## src/rtl/adcseq_pkg.sv

```systemverilog
// Package: shared constants and types of the ADC sample-and-convert sequencer.
// Assumes a 12-bit raw code and a 16-bit control/result word.
package adcseq_pkg;

    localparam int RAW_W  = 12;
    localparam int WORD_W = 16;

    // Control word bit positions (software-visible layout)
    localparam int BIT_EN   = 15;
    localparam int BIT_SIDL = 13;
    localparam int FMT_LO   = 8;
    localparam int TRG_LO   = 5;
    localparam int BIT_ASAM = 2;
    localparam int BIT_SAMP = 1;
    localparam int BIT_DONE = 0;

    // End-event codes
    localparam logic [2:0] TRG_SOFT = 3'b000;
    localparam logic [2:0] TRG_PIN  = 3'b001;
    localparam logic [2:0] TRG_TMR  = 3'b010;
    localparam logic [2:0] TRG_PWM  = 3'b011;
    localparam logic [2:0] TRG_AUTO = 3'b111;

    // Result formats
    localparam logic [1:0] FMT_UINT  = 2'b00;
    localparam logic [1:0] FMT_SINT  = 2'b01;
    localparam logic [1:0] FMT_UFRAC = 2'b10;
    localparam logic [1:0] FMT_SFRAC = 2'b11;

    typedef enum logic [1:0] {
        ST_IDLE = 2'd0,
        ST_SAMP = 2'd1,
        ST_CONV = 2'd2
    } seq_st_e;

    typedef struct packed {
        logic       en;
        logic       sidl;
        logic [1:0] fmt;
        logic [2:0] trg;
        logic       asam;
    } cfg_t;

endpackage

```

## src/rtl/adcseq_pin_sync.sv

```systemverilog
// Module: two-flop (parameterised) synchroniser plus rising-edge detector for
// an asynchronous trigger pin. Assumes the pin stays high for at least one cycle.
module adcseq_pin_sync #(
    parameter int STAGES = 2
) (
    input  logic clk,
    input  logic rst_n,
    input  logic pin_i,
    output logic rise_o
);

    logic [STAGES:0] shreg_q;

    // Shift the pin through the synchroniser and one delay stage
    always_ff @(posedge clk) begin
        if (!rst_n) shreg_q <= '0;
        else        shreg_q <= {shreg_q[STAGES-1:0], pin_i};
    end

    assign rise_o = shreg_q[STAGES-1] & ~shreg_q[STAGES];

    // a detected rise lasts one cycle
    a_r3_rise_single: assert property (@(posedge clk) disable iff (!rst_n)
        rise_o |=> !rise_o);

endmodule

```

## src/rtl/adcseq_trig_sel.sv

```systemverilog
// Module: chooses the event that closes the sampling window. It holds the
// pin synchroniser and the auto-convert window counter. Assumes sampling_i
// is high exactly while the sequencer samples; events outside it are dropped.
module adcseq_trig_sel
    import adcseq_pkg::*;
#(
    parameter int SAMP_CYC    = 31,
    parameter int SYNC_STAGES = 2
) (
    input  logic       clk,
    input  logic       rst_n,
    input  logic [2:0] trg_i,
    input  logic       sampling_i,
    input  logic       sw_end_i,
    input  logic       pin_i,
    input  logic       tmr_i,
    input  logic       pwm_i,
    output logic       end_o
);

    localparam int CNT_W = $clog2(SAMP_CYC + 1);

    logic             pin_rise;
    logic [CNT_W-1:0] win_cnt_q;
    logic             win_full;
    logic             sel_evt;

    adcseq_pin_sync #(.STAGES(SYNC_STAGES)) u_sync (
        .clk    (clk),
        .rst_n  (rst_n),
        .pin_i  (pin_i),
        .rise_o (pin_rise)
    );

    // Count sampling cycles; restart whenever sampling is closed
    always_ff @(posedge clk) begin
        if (!rst_n || !sampling_i)  win_cnt_q <= '0;
        else if (!win_full)         win_cnt_q <= win_cnt_q + 1'b1;
    end

    assign win_full = (win_cnt_q == CNT_W'(SAMP_CYC - 1));

    // Pick the event source for the current code
    always_comb begin
        case (trg_i)
            TRG_SOFT: sel_evt = sw_end_i;
            TRG_PIN:  sel_evt = pin_rise;
            TRG_TMR:  sel_evt = tmr_i;
            TRG_PWM:  sel_evt = pwm_i;
            TRG_AUTO: sel_evt = win_full;
            default:  sel_evt = 1'b0;
        endcase
    end

    assign end_o = sampling_i & sel_evt;

    // reserved codes never close the window
    a_r5_reserved_quiet: assert property (@(posedge clk) disable iff (!rst_n)
        (trg_i == 3'b100 || trg_i == 3'b101 || trg_i == 3'b110) |-> !end_o);

    // in auto mode the window never closes before its count is reached
    a_r6_auto_not_early: assert property (@(posedge clk) disable iff (!rst_n)
        (end_o && trg_i == TRG_AUTO) |-> (win_cnt_q >= CNT_W'(SAMP_CYC - 1)));

endmodule

```

## src/rtl/adcseq_conv_stub.sv

```systemverilog
// Module: behavioural stand-in for the SAR converter. It latches the input
// code on the start strobe and presents it with a one-cycle valid exactly
// CONV_LAT cycles later. A new start reloads it. Assumes CONV_LAT >= 2.
module adcseq_conv_stub #(
    parameter int CONV_LAT = 14,
    parameter int RAW_W    = 12
) (
    input  logic             clk,
    input  logic             rst_n,
    input  logic             start_i,
    input  logic [RAW_W-1:0] sample_i,
    output logic             valid_o,
    output logic [RAW_W-1:0] data_o
);

    localparam int CW = $clog2(CONV_LAT + 1);

    logic [CW-1:0]    cnt_q;
    logic [RAW_W-1:0] data_q;

    // Load the latency counter on start, count it down otherwise
    always_ff @(posedge clk) begin
        if (!rst_n)              cnt_q <= '0;
        else if (start_i)        cnt_q <= CW'(CONV_LAT);
        else if (cnt_q != '0)    cnt_q <= cnt_q - 1'b1;
    end

    // Capture the presented code at the start strobe
    always_ff @(posedge clk) begin
        if (!rst_n)        data_q <= '0;
        else if (start_i)  data_q <= sample_i;
    end

    assign valid_o = (cnt_q == CW'(1));
    assign data_o  = data_q;

    // the answer is a single-cycle pulse
    a_r7_valid_pulse: assert property (@(posedge clk) disable iff (!rst_n)
        valid_o |=> !valid_o);

endmodule

```

## src/rtl/adcseq_fmt.sv

```systemverilog
// Module: packs a raw code into the result word in one of four layouts.
// Purely combinational. Assumes WORD_W > RAW_W.
module adcseq_fmt
    import adcseq_pkg::*;
#(
    parameter int RAW_W  = 12,
    parameter int WORD_W = 16
) (
    input  logic [1:0]        fmt_i,
    input  logic [RAW_W-1:0]  raw_i,
    output logic [WORD_W-1:0] word_o
);

    localparam int PAD_W = WORD_W - RAW_W;

    // Select the packing for the chosen format
    always_comb begin
        case (fmt_i)
            FMT_UINT: word_o = {{PAD_W{1'b0}}, raw_i};
            FMT_SINT: word_o = {{PAD_W{raw_i[RAW_W-1]}}, raw_i};
            default:  word_o = {raw_i, {PAD_W{1'b0}}};
        endcase
    end

    // layout properties of the packed word
    always_comb begin
        if (fmt_i == FMT_UINT)
            a_r10_uint_top_zero: assert (word_o[WORD_W-1:RAW_W] == '0);
        if (fmt_i == FMT_UFRAC || fmt_i == FMT_SFRAC)
            a_r10_frac_low_zero: assert (word_o[PAD_W-1:0] == '0);
    end

endmodule

```

## src/rtl/adcseq_top.sv

```systemverilog
// Module: sample-and-convert sequencer top. It holds the control word, runs
// the idle/sample/convert state machine, strobes the converter model and
// stores the formatted result. Assumes synchronous active-low reset.
// Control writes take effect at the next edge.
module adcseq_top
    import adcseq_pkg::*;
#(
    parameter int CONV_LAT    = 14,
    parameter int SAMP_CYC    = 31,
    parameter int SYNC_STAGES = 2
) (
    input  logic              clk,
    input  logic              rst_n,
    input  logic              reg_wr_i,
    input  logic [WORD_W-1:0] reg_wdata_i,
    output logic [WORD_W-1:0] reg_rdata_o,
    input  logic              idle_i,
    input  logic              pin_trig_i,
    input  logic              tmr_cmp_i,
    input  logic              pwm_end_i,
    input  logic [RAW_W-1:0]  analog_i,
    output logic              hold_o,
    output logic              conv_o,
    output logic [WORD_W-1:0] result_o
);

    cfg_t              cfg_q, cfg_d;
    seq_st_e           st_q, st_d;
    logic              done_q, done_d;
    logic              conv_q, conv_d;
    logic [WORD_W-1:0] res_q;

    logic              sampling, halted, end_evt, sw_end;
    logic              stub_valid, conv_done;
    logic [RAW_W-1:0]  stub_data;
    logic [WORD_W-1:0] fmt_word;
    logic              unused_wbits;

    assign unused_wbits = ^{reg_wdata_i[14], reg_wdata_i[12:10], reg_wdata_i[4:3]};

    // Next configuration: the written fields, or the held ones
    always_comb begin
        if (reg_wr_i)
            cfg_d = '{en:   reg_wdata_i[BIT_EN],
                      sidl: reg_wdata_i[BIT_SIDL],
                      fmt:  reg_wdata_i[FMT_LO +: 2],
                      trg:  reg_wdata_i[TRG_LO +: 3],
                      asam: reg_wdata_i[BIT_ASAM]};
        else
            cfg_d = cfg_q;
    end

    assign sampling  = (st_q == ST_SAMP);
    assign halted    = ~cfg_d.en | (cfg_d.sidl & idle_i);
    assign sw_end    = reg_wr_i & ~reg_wdata_i[BIT_SAMP];
    assign conv_done = stub_valid & (st_q == ST_CONV);

    adcseq_trig_sel #(.SAMP_CYC(SAMP_CYC), .SYNC_STAGES(SYNC_STAGES)) u_trig (
        .clk        (clk),
        .rst_n      (rst_n),
        .trg_i      (cfg_q.trg),
        .sampling_i (sampling),
        .sw_end_i   (sw_end),
        .pin_i      (pin_trig_i),
        .tmr_i      (tmr_cmp_i),
        .pwm_i      (pwm_end_i),
        .end_o      (end_evt)
    );

    adcseq_conv_stub #(.CONV_LAT(CONV_LAT), .RAW_W(RAW_W)) u_stub (
        .clk      (clk),
        .rst_n    (rst_n),
        .start_i  (conv_q),
        .sample_i (analog_i),
        .valid_o  (stub_valid),
        .data_o   (stub_data)
    );

    adcseq_fmt #(.RAW_W(RAW_W), .WORD_W(WORD_W)) u_fmt (
        .fmt_i  (cfg_q.fmt),
        .raw_i  (stub_data),
        .word_o (fmt_word)
    );

    // Sequencer state transitions and start-conversion request
    always_comb begin
        st_d   = st_q;
        conv_d = 1'b0;
        if (halted) begin
            st_d = ST_IDLE;
        end else begin
            case (st_q)
                ST_IDLE: if (reg_wr_i && reg_wdata_i[BIT_SAMP]) st_d = ST_SAMP;
                ST_SAMP: if (end_evt) begin
                    st_d   = ST_CONV;
                    conv_d = 1'b1;
                end
                ST_CONV: if (conv_done) st_d = cfg_q.asam ? ST_SAMP : ST_IDLE;
                default: st_d = ST_IDLE;
            endcase
        end
    end

    // Done flag: set on completion, cleared by a new start or a software zero
    always_comb begin
        if (conv_done)                             done_d = 1'b1;
        else if (conv_d)                           done_d = 1'b0;
        else if (reg_wr_i && !reg_wdata_i[BIT_DONE]) done_d = 1'b0;
        else                                       done_d = done_q;
    end

    // State, configuration and strobe registers
    always_ff @(posedge clk) begin
        if (!rst_n) begin
            cfg_q  <= '0;
            st_q   <= ST_IDLE;
            done_q <= 1'b0;
            conv_q <= 1'b0;
        end else begin
            cfg_q  <= cfg_d;
            st_q   <= st_d;
            done_q <= done_d;
            conv_q <= conv_d;
        end
    end

    // Result register, loaded only by a completion the sequencer waits for
    always_ff @(posedge clk) begin
        if (!rst_n)         res_q <= '0;
        else if (conv_done) res_q <= fmt_word;
    end

    // Control word read-back
    always_comb begin
        reg_rdata_o           = '0;
        reg_rdata_o[BIT_EN]   = cfg_q.en;
        reg_rdata_o[BIT_SIDL] = cfg_q.sidl;
        reg_rdata_o[FMT_LO +: 2] = cfg_q.fmt;
        reg_rdata_o[TRG_LO +: 3] = cfg_q.trg;
        reg_rdata_o[BIT_ASAM] = cfg_q.asam;
        reg_rdata_o[BIT_SAMP] = sampling;
        reg_rdata_o[BIT_DONE] = done_q;
    end

    assign hold_o   = (st_q == ST_CONV);
    assign conv_o   = conv_q;
    assign result_o = res_q;

    // the start strobe coincides with holding
    a_r7_conv_in_hold: assert property (@(posedge clk) disable iff (!rst_n)
        conv_q |-> hold_o);

    // a start only follows a cycle of sampling
    a_r11_conv_after_samp: assert property (@(posedge clk) disable iff (!rst_n)
        conv_q |-> ($past(st_q) == ST_SAMP));

    // a disabled module sits idle
    a_r12_off_idle: assert property (@(posedge clk) disable iff (!rst_n)
        !cfg_q.en |-> (st_q == ST_IDLE));

    // result kept while disabled
    a_r12_result_kept: assert property (@(posedge clk) disable iff (!rst_n)
        $past(!cfg_q.en) |-> $stable(res_q));

    // done only rises out of a conversion
    a_r8_done_from_conv: assert property (@(posedge clk) disable iff (!rst_n)
        $rose(done_q) |-> ($past(st_q) == ST_CONV));

endmodule

```

## config.mk

```make
export PLATFORM = sky130hd
export DESIGN_NAME = adcseq_top
export DESIGN_NICKNAME = d
export VERILOG_FILES = /design/src/rtl/adcseq_pkg.sv /design/src/rtl/adcseq_pin_sync.sv /design/src/rtl/adcseq_trig_sel.sv /design/src/rtl/adcseq_conv_stub.sv /design/src/rtl/adcseq_fmt.sv /design/src/rtl/adcseq_top.sv
export SDC_FILE = /design/constraint.sdc
export NUM_CORES = 1
export LEC_CHECK = 0
export ABC_AREA = 1
export BUFFER_PORTS_ARGS = -buffer_cell sky130_fd_sc_hd__buf_2
export CAP_MARGIN = 0
export CORE_ASPECT_RATIO = 0.9
export CORE_MARGIN = 2
export CORE_UTILIZATION = 42
export DETAILED_ROUTE_END_ITERATION = 8
export GPL_TIMING_DRIVEN = 0
export MAX_ROUTING_LAYER = met4
export PLACE_DENSITY = 0.74
export SYNTH_ARGS = -nofsm -noshare
export SYNTH_HDL_FRONTEND = slang
export SYNTH_SLANG_ARGS = --single-unit
```

## constraint.sdc

```tcl
create_clock -name clk -period 1.4 [get_ports clk]
set_input_delay 0.07 -clock clk [delete_from_list [all_inputs] [get_ports clk]]
set_output_delay 0.07 -clock clk [all_outputs]
set_load 0.03 [all_outputs]
```

==> impl_metrics.tcl, run 1 <==
set metrics [dict create \
    hold_viol_final 0 \
    vias_per_cell 4.80 \
    rr_endpoint "done_q" \
    path_clk_slew_ns 0.10 \
    synthArstFlopShare 0 \
    cts_tree "yes" \
    hp-start "analog_i[11]" \
    synth.distinct_cells 30 \
    arrival_ns 1.57 \
    drt-total-wl_um 5090 \
    antenna_found_initial 0 \
    drv_cap 0 \
    drtIter0Drc 134 \
    drc 0 \
    clk_latency_ns 0.30 \
    critPathMaxStageDelay_ns 0.35 \
    whs_ns 0.00931 \
    setup_viol 0 \
    grt_usage 0.186 \
    drive_above_1_share 0.267 \
    end_kind "flop" \
    synth_top_area_share 0.469 \
    ios 69 \
    area_delta_synth_final_pct 28.1 \
    dr.pass1.iters 4 \
    ir_drop_v 0.000449 \
    rr_worst_depth 9 \
    antenna_left 0 \
    dp_slack_ns -0.0768 \
    grt_pass1_vias 1878 \
    die_w_um 80.7 \
    worstSetupPathType "reg2reg" \
    start_util 0.430 \
    syn_inst 294 \
    path_cells "inv_2, ha_4, nand4_1, nor2_1, nor2_1, nand3_1, nand2_1, nand2_1, a21oi_2" \
    place_hpwl_um 3710 \
    synth-seq-cells 52 \
    rows 25 \
    grt-ovfl-total 0 \
    antennaDiodeCount 0 \
    timing.rr.start "u_trig.win_cnt_q[0]" \
    critPathRequiredTime_ns 1.65 \
    period_needed_ns 1.33 \
    cts_buffers 5 \
    fin_worst_skew_ns 0.0120 \
    syn_avg_cell_area_sq_um 7.55 \
    fin_crit_sh 0.949 \
    setup_slack_ns 0.0716 \
    min_delay_worst_endpoint "u_stub.data_o[11]" \
    power_per_cell_area_nw_per_um2 921 \
    synthTopCellsByArea "dfxtp_1 47%, o21ai_0 8.6%, a21oi_1 7.4%, nand2_1 7.3%, inv_1 5.2%" \
    synth-seq-area-share 0.469 \
    reg2reg_slack_ns 0.07 \
    rsz0062_at_grt "yes" \
    leakage_nw 1.28 \
    design.core.area_sq_um 5160 \
    crit_slowest_cell "dfxtp_2" \
    fin_nets 414 \
    grt_max_degree 17 \
    gp_congestion 0.775 \
    clock-sinks 52 \
    synth_edf_count 0 \
    hold_depth 3 \
    hold_path.class "in2reg" \
    cts_buffer_depth 2 \
    status "finished, final reports clean" \
    startpoint "u_trig.win_cnt_q[0]" \
    cts_root_buf "clkbuf_8" \
    ys_warn_count 0 \
    cts.htree.levels 2 \
    routedWlPerCell_um 11.4 \
    synth_top_area_cell "dfxtp_1" \
    port_buffers 56 \
    crit_fanout 3 \
    syn_area_sq_um 2220 \
    grt_pass1_wl_um 8390 \
    cp-start-kind "flop" \
    die_h_um 73.0 \
    vias 2137 \
    maxSlewViolCount 0 \
    fmax_mhz 753 \
    ys.flop_type "dfxtp_1" \
    dieArea_sq_um 5890 \
]
==> routing by layer <==
layer,up-vias,track usage,share of wire
met5,-,-,0
met1,950,0.259,0.48
met4,0,0.0565,0.015
met2,60,0.281,0.45
li1,1119,-,-
met3,8,0.0285,0.055
==> state kept, by name, summed over array words and instances (netlist names) <==
register / count
u_trig.win_cnt_q: 5
done_q: 1
u_stub.data_o: 12
u_stub.cnt_q: 4
u_trig.u_sync.shreg_q: 3
reg_rdata_o: 8
conv_o: 1
result_o: 16
st_q: 2
==> per-stage QoR <==
step | area, sq um | util | power [mW] | instances | setup TNS, ns
4_1_cts | 2780 | 0.538 | 2.64 | 439 | 0
5_1_grt | 2840 | 0.551 | 2.73 | 445 | -0.0132
3_5_place_dp | 2600 | 0.504 | 1.79 | 422 | -0.0974
2_1_floorplan | 2240 | - | 1.71 | 299 | 0
6_report | 2840 | 0.551 | 2.62 | 445 | 0
3_3_place_gp | 2600 | 0.504 | 1.79 | 422 | -0.0559
==> cell usage in the layout (no fill, tap or decap), drive strengths merged <==
master and n:
a211oi 1, a21boi 1, a21oi 34, buf 79, clkbuf 12, clkinv 2, clkinvlp 1, conb 6
dfxtp 52, dlygate4sd3 6, ha 2, inv 32, nand2 45, nand3 19, nand4 7, nor2 29
nor3 5, nor3b 1, o2111ai 1, o21a 1, o21ai 38, o31ai 1, or2 2, xnor2 1
==> critical path, delay by kind of cell, from the launching register on <==
| family | cells | cell delay [ns] |
|---|---|---|
| buffers and inverters | 1 | 0.06 |
| flip-flops | 1 | 0.35 |
| AO/OA/AOI/OAI | 1 | 0.10 |
| adder cells (fa/ha/maj) | 1 | 0.15 |
| AND/OR/NAND/NOR | 6 | 0.62 |
==> where the power goes <==
| group | total (mW) | internal [mW] | switching [mW] |
|---|---|---|---|
| combinational | 0.254 | 0.0976 | 0.156 |
| sequential | 1.52 | 1.50 | 0.0200 |
| clock | 0.843 | 0.356 | 0.487 |
==> logic make-up after synthesis <==
logic type	synth area share
adder cells (fa/ha/maj)	0.0113
AND/OR/NAND/NOR	0.221
other	0.00169
XOR/XNOR	0.00394
AO/OA/AOI/OAI	0.181
buffers and inverters	0.112
flip-flops	0.469
==> timing repair <==
item | 4_1_cts | 5_1_grt
resized for setup | 1 | 9
gates cloned | 0 | 1
buffers inserted | 3 | 5
endpoints found under the setup margin | 5 | 19
endpoints found under the hold margin | 6 | 0
hold buffers | 6 | 0
pin swaps | 2 | 5
==> final cells by class <==
cell class,count,area (sq um)
timing repair buffer,71,412
clock buffer,6,72.6
inverter,33,124
clock inverter,2,16.3
fill,504,2320
tap,67,83.8
multi-input combinational,194,966
buffer,20,125
sequential,52,1040
==> worst max-delay path by stage <==
stage,slack (ns),end,depth (start not counted)
2_1_floorplan,0.11,done_q,9
3_3_place_gp,-0.06,done_q,9
3_5_place_dp,-0.08,done_q,9
4_1_cts,0.02,result_o[7],6
5_1_grt,-0.01,done_q,9
6_report,0.07,done_q,9
==> synthesized netlist by cell type (2+ instances only) <==
cell	number
or2_2	2
ha_1	2
o21ai_0	38
inv_1	31
clkbuf_1	6
nand3_1	19
nor2_1	28
buf_6	2
buf_2	4
nand2_1	43
a21oi_1	33
nor3_1	4
nand4_1	7
dfxtp_1	52
buf_4	8
Note: power is estimated with default switching activity, not from simulation.
==> inputs of run 2 (changes only) <==
Settings changed: CORE_ASPECT_RATIO 0.9 to unset.
==> run 2 against run 1 <==
Compared with the run above: final cell count rose by 0.90%; fmax fell by 4.0%; first-iteration DRC count fell by 12%; sequential share of layout area fell by 0.73 points; die area barely moved; highest routed layer unchanged.
==> impl_metrics.tcl, run 2 (synthesis gave the netlist of run 1 again) <==
set metrics [dict create \
    status "finished, final reports clean" \
    hp-start "rst_n" \
    cts_buffer_depth 2 \
    arrival_ns 1.63 \
    setup_tns_ns 0 \
    cts.htree.levels 2 \
    grt_pass1_vias 1822 \
    setup_viol 0 \
    cp-start-kind "flop" \
    place_hpwl_um 3710 \
    rows 26 \
    layout_commonest_cell "buf_2" \
    ios 69 \
    drc 0 \
    rr_endpoint "done_q" \
    gp_congestion 0.822 \
    leakage_nw 1.31 \
    critPathRequiredTime_ns 1.65 \
    hold_viol_final 0 \
    antenna_left 0 \
    grt_pass1_wl_um 8380 \
    antennaDiodeCount 0 \
    postLayoutCoreUtil 0.568 \
    ir_drop_v 0.000549 \
    switching_share 0.227 \
    port_buffers 56 \
    crit_fanout 5 \
    die_w_um 76.7 \
    path_delay_family "simple AND/OR/NAND/NOR gates" \
    vias_per_cell 4.76 \
    maxSlewViolCount 0 \
    drtIter0Drc 118 \
    die_h_um 76.7 \
    drt-total-wl_um 5040 \
    pwr-share-seq 0.527 \
    drive_above_1_share 0.272 \
    grt-ovfl-total 0 \
    routedWlPerCell_um 11.2 \
    worstSetupPathType "reg2reg" \
    path_clk_slew_ns 0.09 \
    drv_cap 0 \
    fmax_mhz 723 \
    period_needed_ns 1.38 \
    intPower_mw 2.23 \
    power_per_cell_area_nw_per_um2 996 \
    cts_tree "yes" \
    critPathMaxStageDelay_ns 0.35 \
    end_kind "flop" \
    reg2reg_slack_ns 0.02 \
    dieArea_sq_um 5890 \
    area_delta_synth_final_pct 30.6 \
    rr_worst_depth 9 \
    start_util 0.435 \
    rsz0062_at_grt "yes" \
    fin_crit_sh 0.988 \
    clk_latency_ns 0.31 \
    path_cells "inv_2, ha_4, nand4_1, nor2_1, nor2_1, nand3_1, nand2_1, nand2_1, a21oi_2" \
    fin_worst_skew_ns 0.00252 \
    pwr-share-clk 0.384 \
    hold_path.class "in2reg" \
    vias 2136 \
    clock-sinks 52 \
    cts_buffers 5 \
    pwr-share-comb 0.089 \
    largest_reg_flops 16 \
    fin_nets 415 \
    antenna_found_initial 0 \
    dr.pass1.iters 4 \
    p_switching_uw 656 \
    design.core.area_sq_um 5110 \
    min_delay_worst_endpoint "reg_rdata_o[5]" \
    crit_slowest_cell "dfxtp_2" \
    timing.rr.start "u_trig.win_cnt_q[0]" \
    cts_root_buf "clkbuf_8" \
    hold_depth 3 \
    grt_usage 0.181 \
    grt_max_degree 16 \
    final_cell_mix "60 x buf_2, 49 x dfxtp_1, 43 x nand2_1" \
    critPathBufInv 1 \
]
==> run 2: worst max path at each step <==
stage,startpoint,endpoint,slack (ns),cells after the start
4_1_cts,u_trig.win_cnt_q[0],done_q,-0.02,9
3_3_place_gp,u_trig.win_cnt_q[0],done_q,-0.05,9
5_1_grt,u_trig.win_cnt_q[0],done_q,-0.13,9
6_report,u_trig.win_cnt_q[0],done_q,0.02,9
3_5_place_dp,u_trig.win_cnt_q[0],done_q,-0.07,9
2_1_floorplan,u_trig.win_cnt_q[0],done_q,0.11,9
==> run 2: stage by stage <==
step / area, sq um / power, mW / worst slack (ns) / std cells / hold WS, ns
after floorplan: 2240 / 1.71 / 0.106 / 299 / 0.168
after global placement: 2610 / 1.79 / -0.0463 / 425 / 0.254
after detailed placement: 2610 / 1.79 / -0.0699 / 425 / 0.256
after CTS: 2830 / 2.90 / -0.0185 / 443 / 0.00249
after global routing: 2900 / 2.99 / -0.127 / 449 / 0.0568
final: 2900 / 2.89 / 0.0167 / 449 / 0.0395
==> run 2: power by group through the flow <==
stage,clock network [mW],logic (mW),registers [mW]
floorplan,0,0.126,1.58
global placement,0,0.236,1.56
detailed placement,0,0.238,1.56
CTS,1.12,0.254,1.52
global route,1.18,0.285,1.53
finish,1.11,0.258,1.52
==> run 2: final cells by class <==
cell class	count	area (sq um)
fillers	503	2210
flip-flops and latches	52	1040
multi-input cells	194	968
repair buffers	72	424
plain buffers	20	126
inverters	33	124
clock buffers	7	96.3
well taps	70	87.6
clock inverters	1	30.0
==> run 2: tightest hold or removal path: cells and delay by family <==
| kind | cells | cell delay [ns] |
|---|---|---|
| AOI/OAI and AO/OA | 2 | 0.11 |
| buffers and inverters | 1 | 0.12 |
==> run 2: routing by layer <==
layer | routed length [um] | part of all wire | GRT usage | vias to the layer above
met4 | 68 | 0.013 | 0.0582 | 0
met5 | 0 | 0 | - | -
met1 | 2430 | 0.48 | 0.242 | 941
met2 | 2230 | 0.44 | 0.268 | 66
li1 | - | - | - | 1123
met3 | 310 | 0.061 | 0.0447 | 6
==> run 2: what timing repair did <==
item	in CTS	in global routing
buffers inserted	3	5
setup endpoints to repair	5	19
cloned	0	0
endpoints found under the hold margin	7	1
resized for setup	1	14
pin swaps	2	13
hold buffers	7	1
==> inputs of run 3 (changes only) <==
Settings changed: CORE_ASPECT_RATIO set to 0.9, CORE_MARGIN 2 to unset, SLEW_MARGIN set to 10.
==> run 3 against run 2 <==
Compared with the run above: the flow now finishes with violations (hold timing); clock power shrank 10%; count of clock-buffer cells in the layout shrank 1; clock skew grew 0.0013 ns; via count grew 0.75%; final cell count shrank 0.22%; highest routed layer unchanged.
==> impl_metrics.tcl, run 3 (synthesis gave the netlist of run 1 again) <==
set metrics [dict create \
    status "complete, but fails checks" \
    failed_checks "hold timing" \
    drc 0 \
    grt-ovfl-total 0 \
    clock-sinks 52 \
    setup_slack_ns 0.0721 \
    leakage_nw 1.32 \
    cts_tree "yes" \
    place_hpwl_um 3750 \
    critPathRequiredTime_ns 1.33 \
    start_util 0.448 \
    worstSetupPathType "reg2out" \
    drtIter0Drc 135 \
    cts_buffer_depth 2 \
    fmax_mhz 753 \
    crit_slowest_cell "dfxtp_1" \
    routedWlPerCell_um 11.6 \
    arrival_ns 1.26 \
    layout_commonest_cell "buf_2" \
    drive_above_1_share 0.272 \
    path_clk_slew_ns 0.09 \
    fillCellCount 477 \
    grt_pass1_vias 1880 \
    cts_buffers 5 \
    hold_path.class "in2reg" \
    largest_reg_flops 16 \
    period_needed_ns 1.33 \
    antennaDiodeCount 0 \
    cts.htree.levels 2 \
    drv_cap 0 \
    cp-start-kind "flop" \
    final_cell_mix "60 x buf_2, 49 x dfxtp_1, 43 x nand2_1" \
    dp_slack_ns -0.0734 \
    clk_latency_ns 0.30 \
    path_cells "inv_1, nor2_4, buf_2, buf_2" \
    whs_ns -0.00270 \
    post-place-cells 420 \
    antenna_left 0 \
    vias_per_cell 4.80 \
    rsz0062_at_grt "yes" \
    critPathMaxStageDelay_ns 0.31 \
    fin_nets 419 \
    dr.pass1.iters 4 \
    dieArea_sq_um 5580 \
    seqCellArea_sq_um 1040 \
    ir_drop_v 0.000490 \
    die_w_um 78.7 \
    layoutNonFillerInstCount 448 \
    ios 69 \
    cp_common_cell "buf_2" \
    antenna_found_initial 0 \
    critPathBufInv 3 \
    grt_usage 0.194 \
    hold_viol_final 1 \
    maxSlewViolCount 0 \
    multi_input_area_sq_um 962 \
    crit_fanout 10 \
    vias 2152 \
    drt-total-wl_um 5200 \
    power_per_cell_area_nw_per_um2 959 \
    postLayoutCoreUtil 0.584 \
    cts_root_buf "clkbuf_8" \
    design.core.area_sq_um 4950 \
    rows 24 \
    fin_worst_skew_ns 0.00381 \
    gp_congestion 0.849 \
    grt_max_degree 16 \
    area_delta_synth_final_pct 30.3 \
    path_delay_family "buffers and inverters" \
    end_kind "output port" \
    port_buffers 56 \
    fin_crit_sh 0.948 \
    setup_viol 0 \
    die_h_um 71.0 \
    grt_pass1_wl_um 8420 \
]
run 3: changes by cell type in the layout (fill, tap and decap cells not counted), moves of 2 or more:
cell / before / now
inv_2: 4 / 2
clkbuf_8: 7 / 5
buf_4: 15 / 21
inv_1: 28 / 30
dlygate4sd3_1: 8 / 6
clkbuf_1: 5 / 7
run 3: path summary, 6_finish.rpt:
check                           startpoint                        to  slack [ns]  cells after the start
hold / removal              reg_wdata_i[2]            reg_rdata_o[2]      -0.003                      3
setup / recovery                   st_q[1]                    hold_o        0.07                      4
hold reg to reg   u_trig.u_sync.shreg_q[0]  u_trig.u_sync.shreg_q[1]        0.42                      2
setup reg to reg       u_trig.win_cnt_q[0]                    done_q        0.08                      9
run 3: final cells by class:
| class | instances | area share |
|---|---|---|
| clock buffer | 6 | 0.0251 |
| buffer | 20 | 0.0432 |
| sequential | 52 | 0.361 |
| inverter | 33 | 0.0428 |
| timing repair buffer | 76 | 0.155 |
| clock inverter | 2 | 0.0121 |
| tap | 65 | 0.0281 |
| multi-input combinational | 194 | 0.332 |
run 3: per-layer routing:
metal / vias up / wire length (um) / track usage
li1: 1129 / - / -
met3: 4 / 306 / 0.0400
met2: 63 / 2340 / 0.291
met1: 956 / 2500 / 0.266
met5: - / 0 / -
met4: 0 / 49 / 0.0494
run 3: worst register-to-register path: stages (launching register included):
cell and delay, ns:
dfxtp_2 0.34, inv_2 0.05, ha_4 0.15, nand4_1 0.13, nor2_1 0.06, nor2_1 0.14, nand3_1 0.12, nand2_1 0.10
nand2_1 0.07, a21oi_2 0.10
run 3: through the flow:
stage | setup TNS (ns) | total power, mW | hold slack (ns) | area [sq um]
2_1_floorplan | 0 | 1.71 | 0.168 | 2240
3_3_place_gp | -0.0440 | 1.79 | 0.252 | 2600
3_5_place_dp | -0.103 | 1.79 | 0.257 | 2600
4_1_cts | 0 | 2.78 | 0.00164 | 2790
5_1_grt | -0.0987 | 2.87 | 0.0219 | 2890
6_report | 0 | 2.78 | -0.00270 | 2890
run 3: power breakdown:
group          leakage (nW)  total (mW)  internal [mW]  switching [mW]
Sequential            0.423        1.52           1.50          0.0201
Combinational         0.845       0.256         0.0995           0.156
Clock                0.0552       0.999          0.531           0.468
Total                  1.32        2.78           2.13           0.645
run 3: timing repair:
action	in CTS	in global routing
hold endpoints to repair	6	0
pin swaps	2	7
setup endpoints to repair	6	18
gates cloned	0	1
setup buffers	2	11
hold buffers	6	0
resized for setup	1	6
